File: config.mk
export PLATFORM = sky130hd
export DESIGN_NAME = blkcpy_engine
export DESIGN_NICKNAME = d
export VERILOG_FILES = /design/src/rtl/blkcpy_pkg.sv /design/src/rtl/blkcpy_seq.sv /design/src/rtl/blkcpy_merge.sv /design/src/rtl/blkcpy_lane.sv /design/src/rtl/blkcpy_engine.sv
export SDC_FILE = /design/constraint.sdc
export NUM_CORES = 1
export LEC_CHECK = 0
export BUFFER_PORTS_ARGS = -buffer_cell sky130_fd_sc_hd__buf_2
export CELL_PAD_IN_SITES_DETAIL_PLACEMENT = 0
export CELL_PAD_IN_SITES_GLOBAL_PLACEMENT = 1
export CORE_UTILIZATION = 37
export DETAILED_ROUTE_END_ITERATION = 6
export PLACE_DENSITY = 0.78
export SYNTH_ARGS = -nofsm -noshare
export SYNTH_HDL_FRONTEND = slang
export SYNTH_SLANG_ARGS = --single-unit
File: constraint.sdc
create_clock -name clk -period 2.4 [get_ports clk]
set_input_delay 0.36 -clock clk [delete_from_list [all_inputs] [get_ports clk]]
set_output_delay 0.36 -clock clk [all_outputs]
set_load 0.02 [all_outputs]
File: src/rtl/blkcpy_pkg.sv
package blkcpy_pkg;
   typedef enum logic [2:0] {
      CS_IDLE,
      CS_BRD,
      CS_BWR,
      CS_PRIME,
      CS_LOAD,
      CS_MERGE,
      CS_FETCH,
      CS_FIN
   } cpy_state_e;
endpackage

File: src/rtl/blkcpy_seq.sv
module blkcpy_seq
   import blkcpy_pkg::*;
#(
   parameter int ADDR_W     = 32,
   parameter int LEN_W      = 16,
   parameter int WORD_BYTES = 8
) (
   input  logic              clk,
   input  logic              rst_n,
   input  logic              start,
   input  logic [ADDR_W-1:0] src_addr,
   input  logic [ADDR_W-1:0] dst_addr,
   input  logic [LEN_W-1:0]  byte_len,
   output cpy_state_e        state_q,
   output logic [ADDR_W-1:0] src_q,
   output logic [ADDR_W-1:0] dst_q,
   output logic [LEN_W-1:0]  len_q
);
   localparam int OFF_W = $clog2(WORD_BYTES);
   localparam logic [LEN_W-1:0]  WB_L = LEN_W'(WORD_BYTES);
   localparam logic [ADDR_W-1:0] WB_A = ADDR_W'(WORD_BYTES);

   logic [LEN_W-1:0]  len_byte;
   logic [LEN_W-1:0]  len_word;
   logic [ADDR_W-1:0] dst_byte;

   always_comb begin
      len_byte = len_q - LEN_W'(1);
      len_word = len_q - WB_L;
      dst_byte = dst_q + ADDR_W'(1);
   end

   always_ff @(posedge clk) begin
      if (!rst_n) begin
         state_q <= CS_IDLE;
         src_q   <= '0;
         dst_q   <= '0;
         len_q   <= '0;
      end else begin
         case (state_q)
            CS_IDLE: if (start) begin
               src_q <= src_addr;
               dst_q <= dst_addr;
               len_q <= byte_len;
               if (byte_len == '0)
                  state_q <= CS_FIN;
               else if (dst_addr[OFF_W-1:0] == '0 && byte_len >= WB_L)
                  state_q <= CS_PRIME;
               else
                  state_q <= CS_BRD;
            end
            CS_BRD:  state_q <= CS_BWR;
            CS_BWR: begin
               src_q <= src_q + ADDR_W'(1);
               dst_q <= dst_byte;
               len_q <= len_byte;
               if (len_byte == '0)
                  state_q <= CS_FIN;
               else if (dst_byte[OFF_W-1:0] == '0 && len_byte >= WB_L)
                  state_q <= CS_PRIME;
               else
                  state_q <= CS_BRD;
            end
            CS_PRIME: state_q <= CS_LOAD;
            CS_LOAD:  state_q <= CS_MERGE;
            CS_MERGE: begin
               src_q <= src_q + WB_A;
               dst_q <= dst_q + WB_A;
               len_q <= len_word;
               if (len_word >= WB_L)
                  state_q <= CS_FETCH;
               else if (len_word == '0)
                  state_q <= CS_FIN;
               else
                  state_q <= CS_BRD;
            end
            CS_FETCH: state_q <= CS_MERGE;
            CS_FIN:   state_q <= CS_IDLE;
            default:  state_q <= CS_IDLE;
         endcase
      end
   end


   head_stop_chk: assert property (@(posedge clk) disable iff (!rst_n)
      (state_q == CS_PRIME) |-> (dst_q[OFF_W-1:0] == '0 && len_q >= WB_L));


   busy_start_chk: assert property (@(posedge clk) disable iff (!rst_n)
      (state_q == CS_BRD && start) |=> (state_q == CS_BWR));
endmodule

File: src/rtl/blkcpy_merge.sv
module blkcpy_merge #(
   parameter int WORD_BYTES = 8
) (
   input  logic                          clk,
   input  logic                          rst_n,
   input  logic                          cap,
   input  logic [$clog2(WORD_BYTES)-1:0] shift,
   input  logic [8*WORD_BYTES-1:0]       rdata,
   output logic [8*WORD_BYTES-1:0]       merged
);
   localparam int DW    = 8 * WORD_BYTES;
   localparam int OFF_W = $clog2(WORD_BYTES);

   logic [DW-1:0]   hold_q;
   logic [2*DW-1:0] joined;

   always_ff @(posedge clk) begin
      if (!rst_n)
         hold_q <= '0;
      else if (cap)
         hold_q <= rdata;
   end

   always_comb begin
      joined = {rdata, hold_q} >> {shift, 3'b000};
      merged = joined[DW-1:0];
   end


   hold_track_chk: assert property (@(posedge clk) disable iff (!rst_n)
      cap |=> (hold_q == $past(rdata)));

   if (OFF_W < 1) begin : g_bad_width
      $error("blkcpy_merge needs at least two byte lanes");
   end
endmodule

File: src/rtl/blkcpy_lane.sv
module blkcpy_lane #(
   parameter int WORD_BYTES = 8
) (
   input  logic [$clog2(WORD_BYTES)-1:0] src_off,
   input  logic [$clog2(WORD_BYTES)-1:0] dst_off,
   input  logic [8*WORD_BYTES-1:0]       rdata,
   output logic [WORD_BYTES-1:0]         byte_be,
   output logic [8*WORD_BYTES-1:0]       byte_wdata
);
   localparam int DW    = 8 * WORD_BYTES;
   localparam int OFF_W = $clog2(WORD_BYTES);

   logic [DW-1:0] shifted;
   logic [7:0]    picked;

   always_comb begin
      shifted = rdata >> {src_off, 3'b000};
      picked  = shifted[7:0];
   end

   for (genvar g = 0; g < WORD_BYTES; g++) begin : g_lane
      assign byte_be[g]          = (dst_off == OFF_W'(g));
      assign byte_wdata[8*g +: 8] = picked;
   end
endmodule

File: src/rtl/blkcpy_engine.sv
module blkcpy_engine
   import blkcpy_pkg::*;
#(
   parameter int ADDR_W     = 32,
   parameter int LEN_W      = 16,
   parameter int WORD_BYTES = 8
) (
   input  logic                    clk,
   input  logic                    rst_n,
   input  logic                    start,
   input  logic [ADDR_W-1:0]       src_addr,
   input  logic [ADDR_W-1:0]       dst_addr,
   input  logic [LEN_W-1:0]        byte_len,
   output logic                    busy,
   output logic                    done,
   output logic                    mem_rd,
   output logic                    mem_wr,
   output logic [ADDR_W-1:0]       mem_addr,
   output logic [8*WORD_BYTES-1:0] mem_wdata,
   output logic [WORD_BYTES-1:0]   mem_be,
   input  logic [8*WORD_BYTES-1:0] mem_rdata
);
   localparam int DW    = 8 * WORD_BYTES;
   localparam int OFF_W = $clog2(WORD_BYTES);
   localparam logic [LEN_W-1:0]  WB_L = LEN_W'(WORD_BYTES);
   localparam logic [ADDR_W-1:0] WB_A = ADDR_W'(WORD_BYTES);

   if (WORD_BYTES < 2 || (1 << OFF_W) != WORD_BYTES) begin : g_bad_word
      $error("WORD_BYTES must be a power of two, at least 2");
   end
   if (LEN_W < 1 || ADDR_W <= OFF_W) begin : g_bad_addr
      $error("address and length widths too small");
   end

   cpy_state_e        state_q;
   logic [ADDR_W-1:0] src_q, dst_q;
   logic [LEN_W-1:0]  len_q;
   logic [ADDR_W-1:0] src_word, dst_word;
   logic [DW-1:0]     merged, byte_wdata;
   logic [WORD_BYTES-1:0] byte_be;
   logic              rd_next;

   blkcpy_seq #(.ADDR_W(ADDR_W), .LEN_W(LEN_W), .WORD_BYTES(WORD_BYTES)) u_seq (
      .clk(clk), .rst_n(rst_n), .start(start),
      .src_addr(src_addr), .dst_addr(dst_addr), .byte_len(byte_len),
      .state_q(state_q), .src_q(src_q), .dst_q(dst_q), .len_q(len_q)
   );

   blkcpy_merge #(.WORD_BYTES(WORD_BYTES)) u_merge (
      .clk(clk), .rst_n(rst_n),
      .cap(state_q == CS_LOAD || state_q == CS_MERGE),
      .shift(src_q[OFF_W-1:0]), .rdata(mem_rdata), .merged(merged)
   );

   blkcpy_lane #(.WORD_BYTES(WORD_BYTES)) u_lane (
      .src_off(src_q[OFF_W-1:0]), .dst_off(dst_q[OFF_W-1:0]),
      .rdata(mem_rdata), .byte_be(byte_be), .byte_wdata(byte_wdata)
   );

   always_comb begin
      src_word  = {src_q[ADDR_W-1:OFF_W], OFF_W'(0)};
      dst_word  = {dst_q[ADDR_W-1:OFF_W], OFF_W'(0)};
      rd_next   = (state_q == CS_LOAD) || (state_q == CS_FETCH);
      mem_rd    = (state_q == CS_BRD) || (state_q == CS_PRIME) || rd_next;
      mem_wr    = (state_q == CS_BWR) || (state_q == CS_MERGE);
      busy      = (state_q != CS_IDLE);
      done      = (state_q == CS_FIN);
      if (mem_wr)
         mem_addr = dst_word;
      else if (rd_next)
         mem_addr = src_word + WB_A;
      else
         mem_addr = src_word;
      mem_be    = (state_q == CS_MERGE) ? '1 : ((state_q == CS_BWR) ? byte_be : '0);
      mem_wdata = (state_q == CS_MERGE) ? merged : ((state_q == CS_BWR) ? byte_wdata : '0);
   end


   addr_align_chk: assert property (@(posedge clk) disable iff (!rst_n)
      (mem_rd || mem_wr) |-> (mem_addr[OFF_W-1:0] == '0));


   port_excl_chk: assert property (@(posedge clk) disable iff (!rst_n)
      !(mem_rd && mem_wr));


   idle_quiet_chk: assert property (@(posedge clk) disable iff (!rst_n)
      !busy |-> (!mem_rd && !mem_wr));


   done_pulse_chk: assert property (@(posedge clk) disable iff (!rst_n)
      done |=> !done);


   word_len_chk: assert property (@(posedge clk) disable iff (!rst_n)
      (mem_wr && (&mem_be)) |-> (len_q >= WB_L));


   strobe_shape_chk: assert property (@(posedge clk) disable iff (!rst_n)
      mem_wr |-> ((&mem_be) || $onehot(mem_be)));


   read_before_store_chk: assert property (@(posedge clk) disable iff (!rst_n)
      mem_wr |-> $past(mem_rd));
endmodule

==> results.py, run 1 <==
metrics = {
    "sta": {
        "fmax_ghz": 0.352,
        "layout_setup_ws_ns": -0.444,
        "tns_ns": -16.89,
        "rsz0062_at_grt": "yes",
        "slew-limit-headroom": 0.595,
        "worst_pin_slew_ns": 0.602,
        "clock_skew_ns": 0.00731,
        "final-hold-violation-count": 0,
        "finalMaxSlewViolations": 0,
        "setup_viol_count_final": 87,
        "period_share": 1.19,
        "period_needed_ns": 2.84,
    },
    "worst_setup_path": {
        "slowest_delay_ns": 0.46,
        "cp-start-kind": "flip-flop",
        "critPathTopFamily": "simple AND/OR/NAND/NOR gates",
        "cpMostUsedCell": "nand3_4",
        "worst-setup-path-type": "reg2out",
        "crit_buf_inv": 1,
        "crit_path_top_delay_cell": "or4_4",
        "required_ns": 2.04,
        "crit_fanout": 3,
        "end_kind": "output port",
        "worstPathCellList": "ha_4, nand3_4, or4_4, nor3_4, nand3_4, nor3_2, xnor2_1, o21ai_2, buf_6",
        "worstPathArrival_ns": 2.48,
    },
    "finish": {
        "drive_gt1_frac": 0.434,
        "fill_cells": 2987,
        "multi_input_area_um2": 10500,
        "area_growth_pct": 50.8,
        "num_antenna_cells": 0,
        "fin_cells": 2519,
        "layout.nets": 2219,
        "final_util": 0.569,
        "stdcell_area_um2": 19200,
        "seq_area_um2": 2980,
    },
    "floorplan": {
        "start_util": 0.377,
        "dieWidth_um": 187,
        "design.die.area_um2": 35100,
        "die_h_um": 187,
        "core_area_um2": 33700,
        "top_level_ports": 255,
        "rows": 67,
    },
    "clock_network": {
        "cts_tree": "built",
        "insertion_delay_ns": 0.45,
        "root_buffer": "clkbuf_16",
        "clock-sinks": 147,
        "clock_path_buffers": 2,
        "cts_hold_buf": 0,
        "clk_pin_slew_ns": 0.07,
        "cts_made_buffers": 17,
        "htreeDepth": 4,
    },
    "power_and_ir_drop": {
        "pwr_density_cell_nw_per_um2": 540,
        "peakVddDrop_v": 0.000548,
        "power_mw": 10.4,
        "p_leak_nw": 7.26,
    },
    "synthesis": {
        "synth_edf_count": 0,
        "async_reset_ff_frac": 0,
        "syn_avg_cell_area_um2": 7.55,
        "synth_top_area_frac": 0.231,
        "ys_ff_latch": 147,
        "synth_cell_types": 74,
        "post_synth_instance_area_um2": 12700,
        "synth-seq-area-share": 0.231,
        "ys_top_cells_by_area": "dfxtp_1, mux4_2, nand2_1",
        "synth_ff_type": "dfxtp_1",
        "synth_cells": 1684,
        "yosys.area.top_type": "dfxtp_1",
        "yosysWarnings": 0,
    },
    "placement": {
        "dp.cells": 2411,
        "io_buffers": 251,
        "placed_area_um2": 15700,
        "hpwl_mm": 36.3,
        "gp_congestion": 0.938,
    },
    "global_routing": {
        "grt_pass1_vias": 14400,
        "antenna_found_initial": 0,
        "grt_first_pass_wirelength_mm": 81.4,
        "grt_max_degree": 74,
        "gr-usage-all-layers": 0.292,
        "grt-ovfl-total": 0,
    },
    "route": {
        "drc": 0,
        "dr.first_iter.drc_count": 1348,
        "first_pass_iters": 5,
        "wl_mm": 54.6,
        "via_per_inst": 6.11,
        "wl_per_cell_um": 21.7,
        "vias": 15400,
        "detail-route-antenna-nets": 0,
    },
    "run": {
        "drv_cap": 0,
    },
    "min_path": {
        "hold_path_class": "in2reg",
    },
    "outcome": {
        "failed_checks": "negative setup slack",
        "outcome": "finished, violations left",
    },
}
layer usage:
| metal | global-route usage | wire, um | vias to the layer above |
|---|---|---|---|
| met4 | 0.122 | 2200 | 0 |
| met2 | 0.481 | 25700 | 878 |
| met3 | 0.0433 | 4550 | 137 |
| met5 | 0 | 0 | - |
| met1 | 0.381 | 22100 | 7435 |
| li1 | - | - | 6949 |
synthesized netlist by cell type (14+ instances only):
library cell	count
nand2_1	310
o21ai_0	186
a21oi_1	163
dfxtp_1	147
clkbuf_1	107
mux2i_1	106
nor2_1	101
mux4_2	65
nand3_1	40
nor3_1	37
xnor2_1	31
buf_1	24
inv_1	24
mux2_2	22
and3_1	21
xor2_1	21
o31ai_1	20
nor4_1	19
a31oi_1	18
buf_2	18
nand4_1	18
a22oi_1	17
ha_1	14
power breakdown:
part	internal (mW)	total (mW)	switching [mW]
sequential	2.63	2.86	0.235
combinational	2.14	4.52	2.38
clock	1.82	2.98	1.17
total	6.58	10.4	3.79
stage by stage:
| step | hold WS, ns | setup WS, ns |
|---|---|---|
| floorplan | 0.436 | -0.0120 |
| CTS | 0.142 | -0.440 |
| global placement | 0.442 | -0.0826 |
| finish | 0.155 | -0.444 |
| detailed placement | 0.446 | -0.0875 |
| global route | 0.154 | -0.557 |
cell usage in the layout (no fill, tap or decap), types with 38 or more instances in the layout:
master | Yosys | routed
nand3_1 | 40 | 38
nor2_1 | 101 | 83
buf_4 | 3 | 206
dfxtp_1 | 147 | 131
a21oi_1 | 163 | 161
mux2i_1 | 106 | 66
nand2_1 | 310 | 284
o21ai_0 | 186 | 94
mux4_2 | 65 | 65
o21ai_2 | 0 | 56
buf_6 | 0 | 99
buf_2 | 18 | 158
path summary, 6_finish.rpt:
check	startpoint	to	slack, ns	cells after the start
setup / recovery	u_seq.src_q[4]	mem_addr[27]	-0.44	9
hold / removal	mem_rdata[63]	u_merge.hold_q[63]	0.15	3
setup reg to reg	u_seq.len_q[2]	u_seq.state_q[1]	0.04	8
hold reg to reg	u_merge.hold_q[13]	u_merge.hold_q[13]	0.46	2
sequential cells by signal, summed over array words and instances, names as in the netlist:
name	count
u_merge.hold_q	64
u_seq.len_q	16
u_seq.state_q	3
u_seq.dst_q	32
u_seq.src_q	32
worst min-delay path: stages:
cell and delay (ns):
buf_2 0.10, nand2_1 0.05, a21oi_1 0.05
layout make-up:
cell class | instances | share of cell area
Clock inverter | 10 | 0.00802
Inverter | 25 | 0.00515
Multi-Input combinational cell | 1361 | 0.547
Tap cell | 448 | 0.0292
Timing Repair Buffer | 506 | 0.230
Clock buffer | 22 | 0.0247
Sequential cell | 147 | 0.155
logic make-up (layout without fill, tap and decap cells):
kind of cell	Yosys count	in the layout	synth area share
simple gates	606	606	0.218
buf+inv	178	563	0.0553
flops	147	147	0.231
compound gates	493	493	0.228
fa+ha+maj	14	14	0.0138
mux	193	193	0.218
other cells	1	3	0.000295
xor+xnor	52	52	0.0358
what timing repair did:
item                       4_1_cts  5_1_grt
gates resized for setup        332      182
buffers inserted                40       25
pin swaps                       39       44
cloned                           8        6
setup endpoints to repair      104      120
No activity file was read; power rests on OpenSTA's default activity.
==> inputs of run 2 (changes only) <==
SETUP_SLACK_MARGIN = 0.2   (was unset)
==> results.py, run 2 (synthesized netlist as in run 1, its figures left out) <==
metrics = {
    "worst_setup_path": {
        "required_ns": 2.04,
        "worstPathArrival_ns": 2.45,
        "end_kind": "output port",
        "worst-setup-path-type": "reg2out",
        "cp-start-kind": "flip-flop",
        "crit_fanout": 3,
    },
    "route": {
        "wl_mm": 57.3,
        "dr.first_iter.drc_count": 1450,
        "drc": 0,
        "vias": 15600,
        "wl_per_cell_um": 22.4,
        "detail-route-antenna-nets": 0,
        "via_per_inst": 6.08,
        "first_pass_iters": 5,
    },
    "clock_network": {
        "clock-sinks": 147,
        "cts_made_buffers": 17,
        "root_buffer": "clkbuf_16",
        "clock_path_buffers": 2,
        "clk_pin_slew_ns": 0.06,
        "cts_tree": "built",
        "insertion_delay_ns": 0.45,
        "htreeDepth": 4,
    },
    "finish": {
        "stdcell_area_um2": 20200,
        "area_growth_pct": 58.8,
        "final_common_cell": "nand2_1",
        "layout.nets": 2257,
        "fill_cells": 2876,
        "largestRegisters": "u_merge.hold_q x64, u_seq.dst_q x32, u_seq.src_q x32",
        "largest-register": "u_merge.hold_q",
        "fin_cells": 2558,
        "final_cell_mix": "nand2_1, buf_4, a21oi_1",
        "largest_reg_flops": 64,
        "drive_gt1_frac": 0.475,
    },
    "floorplan": {
        "design.die.area_um2": 35100,
        "die_h_um": 187,
        "core_area_um2": 33700,
        "start_util": 0.377,
        "top_level_ports": 255,
        "rows": 67,
        "dieWidth_um": 187,
    },
    "sta": {
        "slew-limit-headroom": 0.607,
        "hold_ws_ns": 0.168,
        "setup_viol_count_final": 89,
        "fmax_ghz": 0.356,
        "clock_skew_ns": 0.00787,
        "final-hold-violation-count": 0,
        "worst_pin_slew_ns": 0.584,
        "period_needed_ns": 2.81,
        "rsz0062_at_grt": "yes",
        "finalMaxSlewViolations": 0,
        "period_share": 1.17,
        "layout_setup_ws_ns": -0.412,
    },
    "power_and_ir_drop": {
        "p_leak_nw": 7.67,
        "pwr_density_cell_nw_per_um2": 519,
        "power_mw": 10.5,
        "peakVddDrop_v": 0.000501,
    },
    "global_routing": {
        "antenna_found_initial": 1,
        "grt_pass1_vias": 15000,
        "grt_first_pass_wirelength_mm": 86.4,
        "grt-ovfl-total": 0,
        "grt_max_degree": 65,
        "gr-usage-all-layers": 0.313,
    },
    "outcome": {
        "failed_checks": "negative setup slack",
        "outcome": "finished, violations left",
    },
    "placement": {
        "hpwl_mm": 37.4,
        "io_buffers": 251,
        "dp.cells": 2405,
        "placed_area_um2": 16000,
        "gp_congestion": 0.925,
        "pre_cts_slack_ns": -0.0687,
    },
    "min_path": {
        "hold_path_class": "in2reg",
    },
    "run": {
        "drv_cap": 0,
    },
}
run 2: changes by cell type in the layout (fill, tap and decap cells not counted), sizes merged, moves of 2 or more:
cell	before	now
buf	496	538
clkbuf	28	24
clkinv	4	7
bufinv	4	2
inv	26	24
run 2: final cells by class:
type                    count  area [um2]  share of cell area
well taps                 448         561              0.0278
flip-flops and latches    147        2990               0.148
diodes                      1        2.50            0.000124
multi-input cells        1361       10900               0.542
inverters                  25         108             0.00533
clock inverters            10         106             0.00527
clock buffers              22         474              0.0235
repair buffers            544        5000               0.248
run 2: repair_timing:
action | CTS | global route
cloned | 16 | 3
endpoints found under the setup margin | 126 | 148
hold buffers | 0 | 0
setup buffers | 74 | 27
endpoints found under the hold margin | 0 | 0
gates resized for setup | 455 | 155
pin swaps | 66 | 66
run 2: worst max-delay path: stages (launching register included):
cell	delay [ns]
dfxtp_4	0.36
ha_4	0.15
nand3_4	0.08
or4_4	0.46
nor3_4	0.15
and2_4	0.19
nand2_4	0.06
xor2_4	0.17
buf_6	0.13
o21ai_2	0.13
buf_6	0.13
run 2: metrics by stage:
stage	utilization	setup TNS, ns
finish	0.599	-16.48
global route	0.599	-22.87
CTS	0.573	-16.99
detailed placement	0.474	-0.0687
global placement	0.474	-0.0374
floorplan	-	0
run 2: path summary, 6_finish.rpt:
path	startpoint	to	slack, ns	cells past startpoint
worst max-delay path	u_seq.src_q[4]	mem_addr[31]	-0.41	10
worst min-delay path	mem_rdata[55]	u_merge.hold_q[55]	0.17	3
worst max register to register	u_seq.src_q[3]	u_seq.src_q[28]	-0.01	9
worst min register to register	u_merge.hold_q[15]	u_merge.hold_q[15]	0.45	2
run 2: layer usage:
layer  share of wire  up-vias  track usage
met4           0.042        0        0.140
met3           0.075      165       0.0492
met5               0        -            0
met2            0.48      821        0.524
li1                -     7019            -
met1            0.40     7555        0.398
run 2: where the power goes:
part           internal, mW  total [mW]  switching, mW
Sequential             2.63        2.86          0.225
Clock                  1.60        2.76           1.16
Combinational          2.33        4.86           2.53
==> inputs of run 3 (changes only) <==
ABC_AREA = 1   (was unset)
CORE_ASPECT_RATIO = 0.5   (was unset)
CORE_UTILIZATION = 35   (was 37)
PLACE_DENSITY = 0.79   (was 0.78)
==> results.py, run 3 <==
metrics = {
    "synthesis": {
        "yosysWarnings": 0,
        "post_synth_instance_area_um2": 13200,
        "yosysMostFrequentCell": "nand2_1",
        "ys_top_cells_by_area": "dfxtp_1, nand2_1, o21ai_0",
        "synth_cells": 2301,
        "ys_ff_latch": 147,
        "synth-seq-area-share": 0.222,
        "ys_top_cells_by_count": "nand2_1, o21ai_0, nor2_1",
        "syn_avg_cell_area_um2": 5.75,
        "async_reset_ff_frac": 0,
        "yosys.area.top_type": "dfxtp_1",
        "synth_ff_type": "dfxtp_1",
        "synth_cell_types": 59,
        "synth_edf_count": 0,
        "synth_top_area_frac": 0.222,
    },
    "worst_setup_path": {
        "crit_fanout": 6,
        "worstPathArrival_ns": 2.25,
        "slowest_delay_ns": 0.37,
        "critPathTopFamily": "buffers and inverters",
        "cp-start-kind": "flip-flop",
        "reg2reg_to": "u_seq.src_q[28]",
        "worstPathCellList": "buf_8, buf_16, buf_12, o21ai_2, o22ai_2, o211ai_1, buf_4, o21ai_2, buf_4, buf_6",
        "required_ns": 2.04,
        "r2r-start": "u_seq.src_q[0]",
        "r2r_setup_slack_ns": 0.08,
        "crit_path_top_delay_cell": "dfxtp_4",
        "rr_worst_depth": 15,
        "end_kind": "output port",
        "worst-setup-path-type": "reg2out",
        "crit_buf_inv": 6,
    },
    "floorplan": {
        "rows": 49,
        "dieWidth_um": 277,
        "die_h_um": 139,
        "core_area_um2": 36500,
        "start_util": 0.362,
        "top_level_ports": 255,
        "design.die.area_um2": 38600,
    },
    "global_routing": {
        "gr-usage-all-layers": 0.310,
        "grt_max_degree": 107,
        "antenna_found_initial": 4,
        "grt_first_pass_wirelength_mm": 94.2,
        "grt-ovfl-total": 0,
        "grt_pass1_vias": 16900,
    },
    "finish": {
        "layout.nets": 2848,
        "largestRegisters": "u_merge.hold_q x64, u_seq.dst_q x32, u_seq.src_q x32",
        "drive_gt1_frac": 0.349,
        "largest-register": "u_merge.hold_q",
        "final_cell_mix": "nand2_1, nor2_1, o21ai_0",
        "largest_reg_flops": 64,
        "stdcell_area_um2": 20200,
        "area_growth_pct": 52.4,
        "final_common_cell": "nand2_1",
    },
    "outcome": {
        "failed_checks": "negative setup slack",
        "outcome": "finished, violations left",
    },
    "route": {
        "wl_mm": 62.6,
        "via_per_inst": 5.66,
        "met1_length_mm": 25.3,
        "vias": 18000,
        "drc": 0,
        "dr.first_iter.drc_count": 1730,
        "top_layer": "met4",
        "route.met3.wl_mm": 4.87,
        "first_pass_iters": 7,
        "met2_length_mm": 30.0,
        "detail-route-antenna-nets": 0,
        "wl_per_cell_um": 19.6,
    },
    "sta": {
        "period_needed_ns": 2.61,
        "period_share": 1.09,
        "final-hold-violation-count": 0,
        "rsz0062_at_grt": "yes",
        "fmax_ghz": 0.383,
        "setup_viol_count_final": 84,
        "finalMaxSlewViolations": 0,
        "clock_skew_ns": 0.0122,
        "slew-limit-headroom": 0.626,
        "worst_pin_slew_ns": 0.559,
        "layout_setup_ws_ns": -0.209,
    },
    "power_and_ir_drop": {
        "comb_power_share": 0.478,
        "peakVddDrop_v": 0.000456,
        "p_sw_frac": 0.435,
        "pwr_density_cell_nw_per_um2": 558,
        "p_leak_nw": 9.26,
        "power.internal_mw": 6.35,
        "clkPwrFrac": 0.254,
        "p_switching_mw": 4.90,
        "power_frac_seq": 0.268,
    },
    "clock_network": {
        "cts_tree": "built",
        "cts_hold_buf": 0,
        "clock_path_buffers": 2,
        "root_buffer": "clkbuf_16",
        "insertion_delay_ns": 0.47,
        "clock-sinks": 147,
        "clk_pin_slew_ns": 0.08,
        "cts_made_buffers": 17,
        "htreeDepth": 4,
    },
    "placement": {
        "hpwl_mm": 41.9,
        "io_buffers": 251,
        "placed_area_um2": 15600,
        "pre_cts_slack_ns": -0.106,
        "gp_congestion": 0.960,
    },
    "min_path": {
        "hold_path_class": "in2reg",
        "min_from": "mem_rdata[57]",
        "worstHoldPathCells": 3,
        "min_to": "u_merge.hold_q[57]",
    },
    "run": {
        "drv_cap": 0,
    },
}
run 3: worst max-delay path by stage:
stage | endpoint | startpoint | cells past startpoint
2_1_floorplan | mem_addr[31] | u_seq.src_q[4] | 9
3_3_place_gp | mem_wdata[30] | u_seq.src_q[0] | 8
3_5_place_dp | mem_wdata[30] | u_seq.src_q[0] | 6
4_1_cts | mem_wdata[44] | u_seq.src_q[0] | 10
5_1_grt | mem_wdata[49] | u_seq.src_q[0] | 10
6_report | mem_wdata[40] | u_seq.src_q[0] | 10
run 3: tightest hold or removal path, cell delays in order:
cell and delay, ns:
buf_2 0.09, nor2_1 0.04, nor2_1 0.08
run 3: layer usage:
metal  vias up  track usage
met5         -            0
met4         0        0.138
met3       160       0.0465
met2       844        0.526
met1      8502        0.389
li1       8524            -
run 3: cell families after synthesis:
group	after synthesis	synth area share
xor gates and xnor gates	29	0.0192
and+or+nand+nor	1135	0.357
adders and majority gates	14	0.0132
AOI/OAI and AO/OA	599	0.259
other	1	0.000283
muxes	35	0.0265
DFF	147	0.222
buffers and inverters	341	0.103
run 3: final cells by class:
type	instances	area, um2
Fill cell	3509	16400
Multi-Input combinational cell	1815	10600
Timing Repair Buffer	509	4520
Sequential cell	147	3030
Inverter	194	791
Tap cell	484	606
Clock buffer	17	425
Clock inverter	15	158
Timing Repair inverter	3	17.5
Antenna cell	4	10.0
run 3: timing repair:
item,CTS,global route
gates cloned,15,3
endpoints found under the hold margin,0,0
setup buffers,76,30
setup endpoints to repair,105,131
pin swaps,96,118
gates resized for setup,481,354
run 3: power groups by stage:
stage | combinational, mW | clock (mW) | sequential [mW]
floorplan | 2.53 | 0 | 2.91
global route | 5.80 | 2.98 | 3.04
CTS | 4.78 | 2.88 | 2.97
global placement | 3.89 | 0 | 2.99
finish | 5.38 | 2.85 | 3.01
detailed placement | 3.90 | 0 | 2.99
run 3: per-stage QoR:
stage | cells | util | power (mW) | TNS (ns) | hold WS [ns]
after floorplan | 2303 | - | 5.44 | 0 | 0.467
after global placement | 3028 | 0.428 | 6.88 | -0.117 | 0.490
after detailed placement | 3028 | 0.428 | 6.89 | -0.207 | 0.499
after CTS | 3151 | 0.509 | 10.6 | -9.33 | 0.119
after global routing | 3186 | 0.552 | 11.8 | -16.92 | 0.135
final | 3188 | 0.552 | 11.3 | -9.68 | 0.139
